--- config.mk ---
export PLATFORM = sky130hd
export DESIGN_NAME = uart_irq_status
export DESIGN_NICKNAME = d
export VERILOG_FILES = /design/src/rtl/uic_pkg.sv /design/src/rtl/uic_modem_sync.sv /design/src/rtl/uic_sticky.sv /design/src/rtl/uic_cfg_reg.sv /design/src/rtl/uart_irq_status.sv
export SDC_FILE = /design/constraint.sdc
export NUM_CORES = 1
export LEC_CHECK = 0
export BUFFER_PORTS_ARGS = -buffer_cell sky130_fd_sc_hd__buf_2
export CAP_MARGIN = 30
export CORE_MARGIN = 2
export CORE_UTILIZATION = 39
export DETAILED_ROUTE_END_ITERATION = 6
export GPL_TIMING_DRIVEN = 0
export PLACE_DENSITY = 0.79
export SKIP_LAST_GASP = 1
export SLEW_MARGIN = 25
export SYNTH_ARGS = -nofsm -noshare
export SYNTH_HDL_FRONTEND = slang
export SYNTH_SLANG_ARGS = --single-unit
export TNS_END_PERCENT = 30
--- constraint.sdc ---
create_clock -name clk -period 1.7 [get_ports clk]
set_clock_uncertainty 0.2 [all_clocks]
set_input_delay 0.34 -clock clk [delete_from_list [all_inputs] [get_ports clk]]
set_output_delay 0.34 -clock clk [all_outputs]
set_load 0.01 [all_outputs]
--- src/rtl/uic_pkg.sv ---
package uic_pkg;
  localparam int NUM_CAUSE = 5;
  localparam int NUM_MODEM = 4;
  localparam int C_LINE    = 0;
  localparam int C_RX      = 1;
  localparam int C_TMO     = 2;
  localparam int C_TXSP    = 3;
  localparam int C_MODEM   = 4;
  localparam int EN_RX     = 0;
  localparam int EN_TXSP   = 1;
  localparam int EN_LINE   = 2;
  localparam int EN_MODEM  = 3;
  localparam int MC_BASE   = 24;
  localparam logic [31:0] CFG_WMASK = 32'h3F00_FF0F;
endpackage

--- src/rtl/uic_modem_sync.sv ---
module uic_modem_sync #(
  parameter int N      = 4,
  parameter int STAGES = 2
) (
  input  logic         clk,
  input  logic         rst_n,
  input  logic [N-1:0] async_i,
  output logic [N-1:0] lvl_o,
  output logic [N-1:0] edge_o
);
  for (genvar i = 0; i < N; i++) begin : g_line
    logic [STAGES:0] sh_q;
    always_ff @(posedge clk or negedge rst_n) begin
      if (!rst_n) sh_q <= '0;
      else        sh_q <= {sh_q[STAGES-1:0], async_i[i]};
    end
    assign lvl_o[i]  = sh_q[STAGES-1];
    assign edge_o[i] = sh_q[STAGES-1] ^ sh_q[STAGES];
  end
endmodule

--- src/rtl/uic_sticky.sv ---
module uic_sticky #(
  parameter int W = 5
) (
  input  logic         clk,
  input  logic         rst_n,
  input  logic [W-1:0] set_i,
  input  logic [W-1:0] clr_i,
  output logic [W-1:0] q_o
);
  for (genvar i = 0; i < W; i++) begin : g_bit
    always_ff @(posedge clk or negedge rst_n) begin
      if (!rst_n)        q_o[i] <= 1'b0;
      else if (set_i[i]) q_o[i] <= 1'b1;
      else if (clr_i[i]) q_o[i] <= 1'b0;
    end

    AST_STICKY_HOLD: assert property (@(posedge clk) disable iff (!rst_n)
      (q_o[i] && !clr_i[i]) |=> q_o[i]);
    AST_SET_WINS: assert property (@(posedge clk) disable iff (!rst_n)
      set_i[i] |=> q_o[i]);
    AST_CLR_TAKES: assert property (@(posedge clk) disable iff (!rst_n)
      (clr_i[i] && !set_i[i]) |=> !q_o[i]);
  end
endmodule

--- src/rtl/uic_cfg_reg.sv ---
module uic_cfg_reg #(
  parameter int          W     = 32,
  parameter logic [W-1:0] WMASK = '1
) (
  input  logic           clk,
  input  logic           rst_n,
  input  logic           wr_i,
  input  logic [W-1:0]   data_i,
  input  logic [W/8-1:0] be_i,
  output logic [W-1:0]   q_o
);
  localparam int NB = W / 8;
  for (genvar b = 0; b < NB; b++) begin : g_byte
    always_ff @(posedge clk or negedge rst_n) begin
      if (!rst_n)
        q_o[b*8 +: 8] <= '0;
      else if (wr_i && be_i[b])
        q_o[b*8 +: 8] <= data_i[b*8 +: 8] & WMASK[b*8 +: 8];
    end
  end

  AST_CFG_HOLD: assert property (@(posedge clk) disable iff (!rst_n)
    !wr_i |=> $stable(q_o));
  AST_CFG_UNUSED_ZERO: assert property (@(posedge clk) disable iff (!rst_n)
    (q_o & ~WMASK) == '0);
endmodule

--- src/rtl/uart_irq_status.sv ---
module uart_irq_status
  import uic_pkg::*;
#(
  parameter int AW          = 4,
  parameter int CFG_OFF     = 4,
  parameter int SYNC_STAGES = 2
) (
  input  logic          clk,
  input  logic          rst_n,
  input  logic          wr_en_i,
  input  logic [AW-1:0] wr_addr_i,
  input  logic [31:0]   wr_data_i,
  input  logic [3:0]    wr_be_i,
  input  logic          ev_line_i,
  input  logic          ev_rx_i,
  input  logic          ev_tmo_i,
  input  logic          ev_txsp_i,
  input  logic          cts_i,
  input  logic          dsr_i,
  input  logic          ri_i,
  input  logic          dcd_i,
  input  logic [7:0]    lsr_i,
  input  logic [9:0]    rxcnt_i,
  output logic [31:0]   stat_o,
  output logic [31:0]   cfg_o,
  output logic          irq_o,
  output logic          dtr_o,
  output logic          rts_o,
  output logic          out1_o,
  output logic          out2_o,
  output logic          loop_o,
  output logic          afc_o
);
  localparam logic [AW-1:0] STAT_ADDR = '0;
  localparam logic [AW-1:0] CFG_ADDR  = AW'(CFG_OFF);

  logic                 ack_hit, cfg_hit;
  logic [NUM_CAUSE-1:0] ack_clr, cause_set, cause_q, cause_en;
  logic [NUM_MODEM-1:0] mdm_in, mdm_lvl, mdm_edge, delta_q, delta_clr;
  logic [31:0]          cfg_q;

  // host decode: acknowledge touches byte 0 of the status word only
  assign ack_hit = wr_en_i && (wr_addr_i == STAT_ADDR) && wr_be_i[0];
  assign ack_clr = ack_hit ? wr_data_i[NUM_CAUSE-1:0] : '0;
  assign cfg_hit = wr_en_i && (wr_addr_i == CFG_ADDR);

  assign mdm_in = {dcd_i, ri_i, dsr_i, cts_i};

  uic_modem_sync #(.N(NUM_MODEM), .STAGES(SYNC_STAGES)) u_sync (
    .clk(clk), .rst_n(rst_n), .async_i(mdm_in),
    .lvl_o(mdm_lvl), .edge_o(mdm_edge)
  );

  // change flags are dropped together with the modem cause acknowledge
  assign delta_clr = {NUM_MODEM{ack_clr[C_MODEM]}};

  uic_sticky #(.W(NUM_MODEM)) u_delta (
    .clk(clk), .rst_n(rst_n), .set_i(mdm_edge), .clr_i(delta_clr), .q_o(delta_q)
  );

  always_comb begin
    cause_set          = '0;
    cause_set[C_LINE]  = ev_line_i;
    cause_set[C_RX]    = ev_rx_i;
    cause_set[C_TMO]   = ev_tmo_i;
    cause_set[C_TXSP]  = ev_txsp_i;
    cause_set[C_MODEM] = |mdm_edge;
  end

  uic_sticky #(.W(NUM_CAUSE)) u_cause (
    .clk(clk), .rst_n(rst_n), .set_i(cause_set), .clr_i(ack_clr), .q_o(cause_q)
  );

  uic_cfg_reg #(.W(32), .WMASK(CFG_WMASK)) u_cfg (
    .clk(clk), .rst_n(rst_n), .wr_i(cfg_hit), .data_i(wr_data_i),
    .be_i(wr_be_i), .q_o(cfg_q)
  );

  always_comb begin
    cause_en          = '0;
    cause_en[C_LINE]  = cfg_q[EN_LINE];
    cause_en[C_RX]    = cfg_q[EN_RX];
    cause_en[C_TMO]   = cfg_q[EN_RX];
    cause_en[C_TXSP]  = cfg_q[EN_TXSP];
    cause_en[C_MODEM] = cfg_q[EN_MODEM];
  end

  assign irq_o  = |(cause_q & cause_en);
  assign stat_o = {rxcnt_i[7:0], lsr_i, mdm_lvl, delta_q, rxcnt_i[9:8], 1'b0, cause_q};
  assign cfg_o  = cfg_q;
  assign dtr_o  = cfg_q[MC_BASE + 0];
  assign rts_o  = cfg_q[MC_BASE + 1];
  assign out1_o = cfg_q[MC_BASE + 2];
  assign out2_o = cfg_q[MC_BASE + 3];
  assign loop_o = cfg_q[MC_BASE + 4];
  assign afc_o  = cfg_q[MC_BASE + 5];

  AST_IRQ_QUIET: assert property (@(posedge clk) disable iff (!rst_n)
    (stat_o[4:0] == '0) |-> !irq_o);
  AST_DELTA_NEEDS_CAUSE: assert property (@(posedge clk) disable iff (!rst_n)
    (stat_o[11:8] != '0) |-> stat_o[4]);
  AST_LEVEL_FLAGS: assert property (@(posedge clk) disable iff (!rst_n)
    (stat_o[15:12] != $past(stat_o[15:12])) |=> ((stat_o[11:8] & ($past(stat_o[15:12]) ^ $past(stat_o[15:12], 2))) == ($past(stat_o[15:12]) ^ $past(stat_o[15:12], 2))));
endmodule

==> results of run 1 <==
-- kinds of logic (layout without fill, tap and decap cells) --
logic type | Yosys count | count (layout) | share of synthesized area
AO/OA/AOI/OAI | 11 | 11 | 0.04732
AND/OR/NAND/NOR | 14 | 14 | 0.05845
buffers and inverters | 45 | 153 | 0.1921
multiplexers | 18 | 18 | 0.1378
flip-flops | 39 | 39 | 0.5428
other | 1 | 15 | 0.002086
XOR/XNOR | 4 | 4 | 0.01948
-- cell type report --
| cell class | instances | area, um2 |
|---|---|---|
| Fill cell | 373 | 1847 |
| Sequential cell | 39 | 975.9 |
| Timing Repair Buffer | 100 | 533.0 |
| Multi-Input combinational cell | 62 | 529.3 |
| Buffer | 45 | 345.3 |
| Clock buffer | 5 | 68.82 |
| Tap cell | 52 | 65.06 |
| Clock inverter | 3 | 20.02 |
-- flip-flops by register name (all words and copies together) (netlist names) --
| register | count |
|---|---|
| u_cfg.q_o | 18 |
| u_sync.g_line.sh_q | 12 |
| u_cause.q_o | 5 |
| u_delta.q_o | 4 |
-- path summary, 6_finish.rpt --
path,to,cells after the start
worst max-delay path,irq_o,3
worst min-delay path,u_cause.q_o[0]$_DFFE_PN0P_,2
worst max register to register,u_cause.q_o[4]$_DFFE_PN0P_,3
worst min register to register,u_sync.g_line[1].sh_q[1]$_DFF_PN0_,0
max in group asynchronous,u_cfg.q_o[13]$_DFFE_PN0P_,2
min in group asynchronous,u_cfg.q_o[1]$_DFFE_PN0P_,2
-- power groups by stage --
| stage | sequential [mW] | clock, mW | combinational, mW |
|---|---|---|---|
| after floorplan | 1.14 | 0 | 0.288 |
| after global placement | 1.10 | 0 | 0.542 |
| after detailed placement | 1.11 | 0 | 0.552 |
| after CTS | 1.09 | 0.641 | 0.571 |
| after global routing | 1.11 | 0.683 | 0.614 |
| final | 1.09 | 0.607 | 0.565 |
-- placed cells by master, fill, tap and decap left out, types with 2 or more instances in the layout --
| cell type | netlist | layout |
|---|---|---|
| sky130_fd_sc_hd__mux2_2 | 6 | 6 |
| sky130_fd_sc_hd__nand3_1 | 4 | 4 |
| sky130_fd_sc_hd__and3_1 | 2 | 2 |
| sky130_fd_sc_hd__buf_4 | 43 | 46 |
| sky130_fd_sc_hd__conb_1 | 1 | 15 |
| sky130_fd_sc_hd__a21o_1 | 8 | 8 |
| sky130_fd_sc_hd__dfrtp_1 | 39 | 39 |
| sky130_fd_sc_hd__buf_2 | 0 | 92 |
| sky130_fd_sc_hd__clkinvlp_4 | 0 | 2 |
| sky130_fd_sc_hd__xor2_1 | 4 | 4 |
| sky130_fd_sc_hd__clkbuf_8 | 0 | 5 |
| sky130_fd_sc_hd__buf_6 | 2 | 2 |
| sky130_fd_sc_hd__mux2_4 | 12 | 12 |
| sky130_fd_sc_hd__dlygate4sd3_1 | 0 | 5 |
-- critical path: stages (launching register included) --
cell and delay (ns):
sky130_fd_sc_hd__dfrtp_1 0.41, sky130_fd_sc_hd__a222oi_1 0.40, sky130_fd_sc_hd__nand2_1 0.09, sky130_fd_sc_hd__buf_2 0.15
-- layer usage --
layer | GRT usage | vias to the layer above | routed length [um]
li1 | - | 629 | -
met1 | 0.1605 | 594 | 1398
met2 | 0.2335 | 86 | 1643
met3 | 0.05278 | 6 | 401
met4 | 0.03774 | 0 | 38
met5 | 0 | - | 0
-- what timing repair did --
| item | in CTS | in global routing |
|---|---|---|
| setup endpoints to repair | 1 | 1 |
| endpoints found under the hold margin | 43 | 0 |
| hold buffers | 5 | 0 |
| buffers inserted | 1 | 2 |
| pin swaps | 2 | 2 |
-- metrics by stage --
step	worst slack, ns	utilization	instance area [um2]
global placement	-0.004822	0.5420	2376
global route	-0.2276	0.5788	2537
detailed placement	0.005622	0.5420	2376
finish	-0.1718	0.5788	2537
CTS	-0.1549	0.5753	2522
floorplan	0.2262	-	1851
==> implementation parameters, run 1 <==
Parameter                              Value

Critical path
  CP Max Fanout    3
  Kind of end point of the critical path    output pin
  Kind of critical path    reg2out
  Element type at the critical path start    flop
  Slack of the worst reg-to-reg path    between 0.3 and 0.4 ns
  Startpoint of the lowest-slack register-to-register path    u_sync.g_line[2].sh_q[1]$_DFF_PN0_
  Worst setup startpoint    u_cause.q_o[0]$_DFFE_PN0P_
  Critical path data required time    about 1.2 ns
  Data arrival time at the worst-slack endpoint    1.33 ns

Clock tree
  Clock Latency Late Sink    0.28 ns
  CTS buffer count    5
  Clock sink count    39
  Master cell of the clock root buffer    sky130_fd_sc_hd__clkbuf_8
  Worst-case clock buffer depth    2
  Clock H-tree levels    2
  TritonCTS clock tree    done
  Number of instances resized during post-cts repair    0
  Clock input transition at the sequential cells of the worst setup and hold paths    0.08 ns

Power
  Combinational share of power    0.250
  Net switching component of the power    0.6153 mW
  Power, Total    2.261 mW
  Share of power burned in the clock network    0.269
  Static leakage    roughly 1.4 nW
  Switching share of power    0.2722
  Seq pwr share    0.482
  VDD IR-drop max    492.6 uV
  Cell-internal power    between 1.5 and 2 mW
  Pwr per Cell Area    891.0 nW/um2

Yosys
  Area of the mapped netlist    1798 um2
  Gate count after technology mapping    between 100 and 150
  Register area share after synthesis    0.5428
  Most area-hungry cell type in the Yosys netlist    sky130_fd_sc_hd__dfrtp_1
  Number of synthesis warnings    0
  Most frequently used cell type in the post-synthesis netlist    sky130_fd_sc_hd__buf_4
  Number of distinct standard cells referenced by the synthesized netlist    21
  Cell types occupying the most area after synthesis    sky130_fd_sc_hd__dfrtp_1 (54%), sky130_fd_sc_hd__buf_4 (18%), sky130_fd_sc_hd__mux2_4 (10%)
  Post-synthesis sequential element count    39
  Most used standard cells in the synthesized netlist    sky130_fd_sc_hd__buf_4 (43), sky130_fd_sc_hd__dfrtp_1 (39), sky130_fd_sc_hd__mux2_4 (12), sky130_fd_sc_hd__a21o_1 (8), sky130_fd_sc_hd__mux2_2 (6)
  Fraction of synthesis flops using an asynchronous set or reset pin    1.000
  Average cell area after synthesis    13.62 um2
  Primary flip-flop cell chosen by synthesis mapping    sky130_fd_sc_hd__dfrtp_1
  Number of enable-type register cells in the synthesized netlist    0
  Yosys top cell area share    0.5428

Floorplanning
  Row count    24
  DIE WIDTH    71.90 um
  Die span in y    71.90 um
  Starting density of the core    0.4101
  Total I/O pin count    between 100 and 150
  Total Die Area    a little over 5000 um2
  Total core area    4384 um2

Worst hold path
  Startpoint of the tightest hold check path    ev_line_i
  Path type of the worst min-delay path    in2reg

GRT
  Overall global routing resource usage    0.1365
  Vias in the first global route    1264
  GRT Residual Overflow    0
  Initial antenna violation count    0
  Pin count of the biggest net entering global routing    40
  Wire length of the first global-routing pass    ~5500 um

Drt
  Final WL    3482 um
  Per-cell routed wire length    11.38 um
  Number of detailed-routing iterations run before antenna repair    4
  Remaining antenna violation count    0
  Via Count    between 1000 and 1500
  Via density per instance    about 4.3
  # DRC    0
  First DRT Iteration DRCs    24

Place
  Number of I/O port buffers    92
  Placed Cells incl. Taps    290
  Half-perimeter wire length of the detailed placement result    approximately 2700 um
  Global placement routability congestion    ~0.78

Run status
  Outcome    complete, but fails checks
  Failing checks    setup timing

Finish
  Cell Count, Final, Fillers Out    just over 300
  Fraction of layout cells with a size suffix above 1    0.6732
  Total inserted antenna cells    0
  Syn-to-layout area delta    41.13%
  Net count of the finished layout    322

Timing
  Final worst path period share    1.101
  Setup TNS    -0.1718 ns
  Final Setup Violations    1
  Final worst setup slack    -0.1718 ns
  Count of final hold-check violations    0
  Min Clock Period, post-route    1.872 ns
  Number of pins with negative max-slew slack in the final report    0
  Final hold slack    0.02670 ns
  Unrepaired setup endpoints after global routing    true
  Relative max-transition margin    0.4391
  Peak clock frequency supported by timing    0.5343 GHz
  Transition at the pin with the smallest max-transition slack    0.8414 ns

Run
  MaxCap Viol Count    0
Note: power is estimated with default switching activity, not from simulation.
==> run 2: changes to the inputs <==
RECOVER_POWER = 100   (was default)
==> run 2 against run 1 <==
The run still ends with setup timing left. Design area fell by 5.4%. Sequential power about the same. Global-route usage did not move. Sequential share of layout area rose by 2.2 points. Clock-buffer cell count stayed put. Largest power group unchanged. Combinational power decreased by 13%. Sequential cell count unchanged. Hold slack better by 0.0042 ns. Power is 3.5% lower. Cell count is the same. Register-to-register slack hardly changed. Highest routed layer unchanged. Wire length decreased by 0.14%.
==> implementation parameters, run 2 (synthesized netlist as in run 1, its figures left out) <==
Parameter                              Value

Critical path
  CP top delay family    flip-flops
  CP Max Fanout    3
  Slack of the worst reg-to-reg path    0.33 ns
  Kind of critical path    reg2out
  Critical path data required time    1.16 ns
  Kind of end point of the critical path    output pin
  Cell with the biggest individual delay on the critical path    sky130_fd_sc_hd__dfrtp_1
  Crit path buffers/inverters    1
  FF-to-FF path depth    3
  Startpoint of the lowest-slack register-to-register path    u_sync.g_line[2].sh_q[1]$_DFF_PN0_
  Crit-path cells    a222oi_1 -> nand2_1 -> buf_2
  FF-to-FF End    u_cause.q_o[4]$_DFFE_PN0P_
  Data arrival time at the worst-slack endpoint    1.34 ns
  Slowest stage delay, CP    0.41 ns
  Element type at the critical path start    flop

Floorplanning
  Starting density of the core    0.4101
  Total core area    4384 um2
  Die span in y    71.90 um
  Row count    24
  Total Die Area    5170 um2
  Total I/O pin count    140
  DIE WIDTH    approximately 72 um

Place
  Number of I/O port buffers    92
  Half-perimeter wire length of the detailed placement result    2707 um
  Global placement routability congestion    a little under 0.8
  Placed standard-cell area    2376 um2
  Worst setup slack after placement    0.005622 ns

GRT
  GRT Residual Overflow    0
  GR Util met3    0.05278
  GR peak layer    met2
  Vias in the first global route    1264
  Initial antenna violation count    0
  Overall global routing resource usage    0.1365
  Met1 Resource Use GR    0.1605
  Pin count of the biggest net entering global routing    40
  GR met2 Demand/Resource    0.2335
  Wire length of the first global-routing pass    around 5500 um

Power
  Pwr per Cell Area    908.2 nW/um2
  Combinational share of power    0.225
  Cell-internal power    1.570 mW
  Static leakage    between 1 and 1.5 nW
  Power, Total    2.181 mW
  Share of power burned in the clock network    0.276
  Seq pwr share    0.499
  VDD IR-drop max    a little under 500 uV
  Switching share of power    0.2799
  Net switching component of the power    0.6104 mW

Finish
  Fraction of layout cells with a size suffix above 1    0.3976
  Most frequent cells in the layout    sky130_fd_sc_hd__clkbuf_1 (56), sky130_fd_sc_hd__buf_4 (46), sky130_fd_sc_hd__dfrtp_1 (39)
  Net count of the finished layout    322
  Utilization of the core after routing    0.5477
  Total non-filler cell area in the finished layout    2401 um2
  Syn-to-layout area delta    33.54%
  Total inserted antenna cells    0
  Most common cell after layout, fill and taps aside    sky130_fd_sc_hd__clkbuf_1
  Max FFs per register    18
  Number of fillers in the final layout    429
  Top Registers    u_cfg.q_o: 18 flops, u_sync.g_line.sh_q: 12 flops, u_cause.q_o: 5 flops
  Register bank with the most flops    u_cfg.q_o

Timing
  Min Clock Period, post-route    1.878 ns
  Final worst setup slack    -0.1776 ns
  Number of pins with negative max-slew slack in the final report    0
  Transition at the pin with the smallest max-transition slack    0.9380 ns
  Unrepaired setup endpoints after global routing    true
  Final Setup Violations    1
  Setup TNS    -0.1776 ns
  Relative max-transition margin    0.3747
  Count of final hold-check violations    0
  Final worst path period share    1.104
  Peak clock frequency supported by timing    around 0.53 GHz

Run status
  Failing checks    setup timing
  Outcome    complete, but fails checks

Drt
  # DRC    0
  First DRT Iteration DRCs    24
  Number of detailed-routing iterations run before antenna repair    5
  Per-cell routed wire length    11.36 um
  Via density per instance    4.310
  Via Count    1319
  Remaining antenna violation count    0
  Final WL    3477 um

Clock tree
  Worst-case clock buffer depth    2
  Number of instances resized during post-cts repair    0
  Master cell of the clock root buffer    sky130_fd_sc_hd__clkbuf_8
  TritonCTS clock tree    done
  CTS buffer count    5
  Clock H-tree levels    2
  Clock Latency Late Sink    0.28 ns
  Clock sink count    39
  Clock input transition at the sequential cells of the worst setup and hold paths    roughly 0.08 ns

Worst hold path
  Depth of the worst hold-timing path    2
  Path type of the worst min-delay path    in2reg
  Worst Hold Path EP    u_cause.q_o[0]$_DFFE_PN0P_
  Startpoint of the tightest hold check path    ev_line_i

Run
  MaxCap Viol Count    0
[run 2: worst max path at each step]
stage	from	endpoint	slack, ns	cells after the start
2_1_floorplan	wr_addr_i[1]	u_cfg.q_o[10]$_DFFE_PN0P_	0.23	4
3_3_place_gp	wr_addr_i[1]	u_cfg.q_o[8]$_DFFE_PN0P_	-0.005	5
3_5_place_dp	wr_addr_i[1]	u_cfg.q_o[11]$_DFFE_PN0P_	0.006	5
4_1_cts	u_cfg.q_o[2]$_DFFE_PN0P_	irq_o	-0.15	3
5_1_grt	u_cause.q_o[0]$_DFFE_PN0P_	irq_o	-0.23	3
6_report	u_cause.q_o[0]$_DFFE_PN0P_	irq_o	-0.18	3
[run 2: power by group through the flow]
stage	clock network, mW	logic, mW	registers, mW
4_1_cts	0.641	0.571	1.09
3_3_place_gp	0	0.542	1.10
5_1_grt	0.683	0.535	1.11
3_5_place_dp	0	0.552	1.11
2_1_floorplan	0	0.288	1.14
6_report	0.602	0.490	1.09
[run 2: per-stage QoR]
step | cells | hold slack [ns]
after floorplan | 146 | -0.1556
after global placement | 290 | 0.1320
after detailed placement | 290 | 0.1365
after CTS | 304 | 0.02297
after global routing | 306 | 0.02030
final | 306 | 0.03089
[run 2: timing repair]
| item | CTS | global route |
|---|---|---|
| pin swaps | 2 | 2 |
| hold buffers | 5 | 0 |
| endpoints found under the setup margin | 1 | 1 |
| endpoints found under the hold margin | 43 | 0 |
| setup buffers | 1 | 2 |
[run 2: cell type report]
type / count / area [um2] / share of cell area
sequential: 39 / 975.9 / 0.4065
multi-input combinational: 62 / 475.5 / 0.1980
tap: 52 / 65.06 / 0.02710
clock inverter: 3 / 20.02 / 0.008338
buffer: 45 / 331.6 / 0.1381
timing repair buffer: 100 / 464.2 / 0.1933
clock buffer: 5 / 68.82 / 0.02866
[run 2: metal layers]
metal  vias to the layer above  wire length, um
met5                         -                0
li1                        625                -
met2                        90             1618
met1                       598             1415
met3                         6              403
met4                         0               38
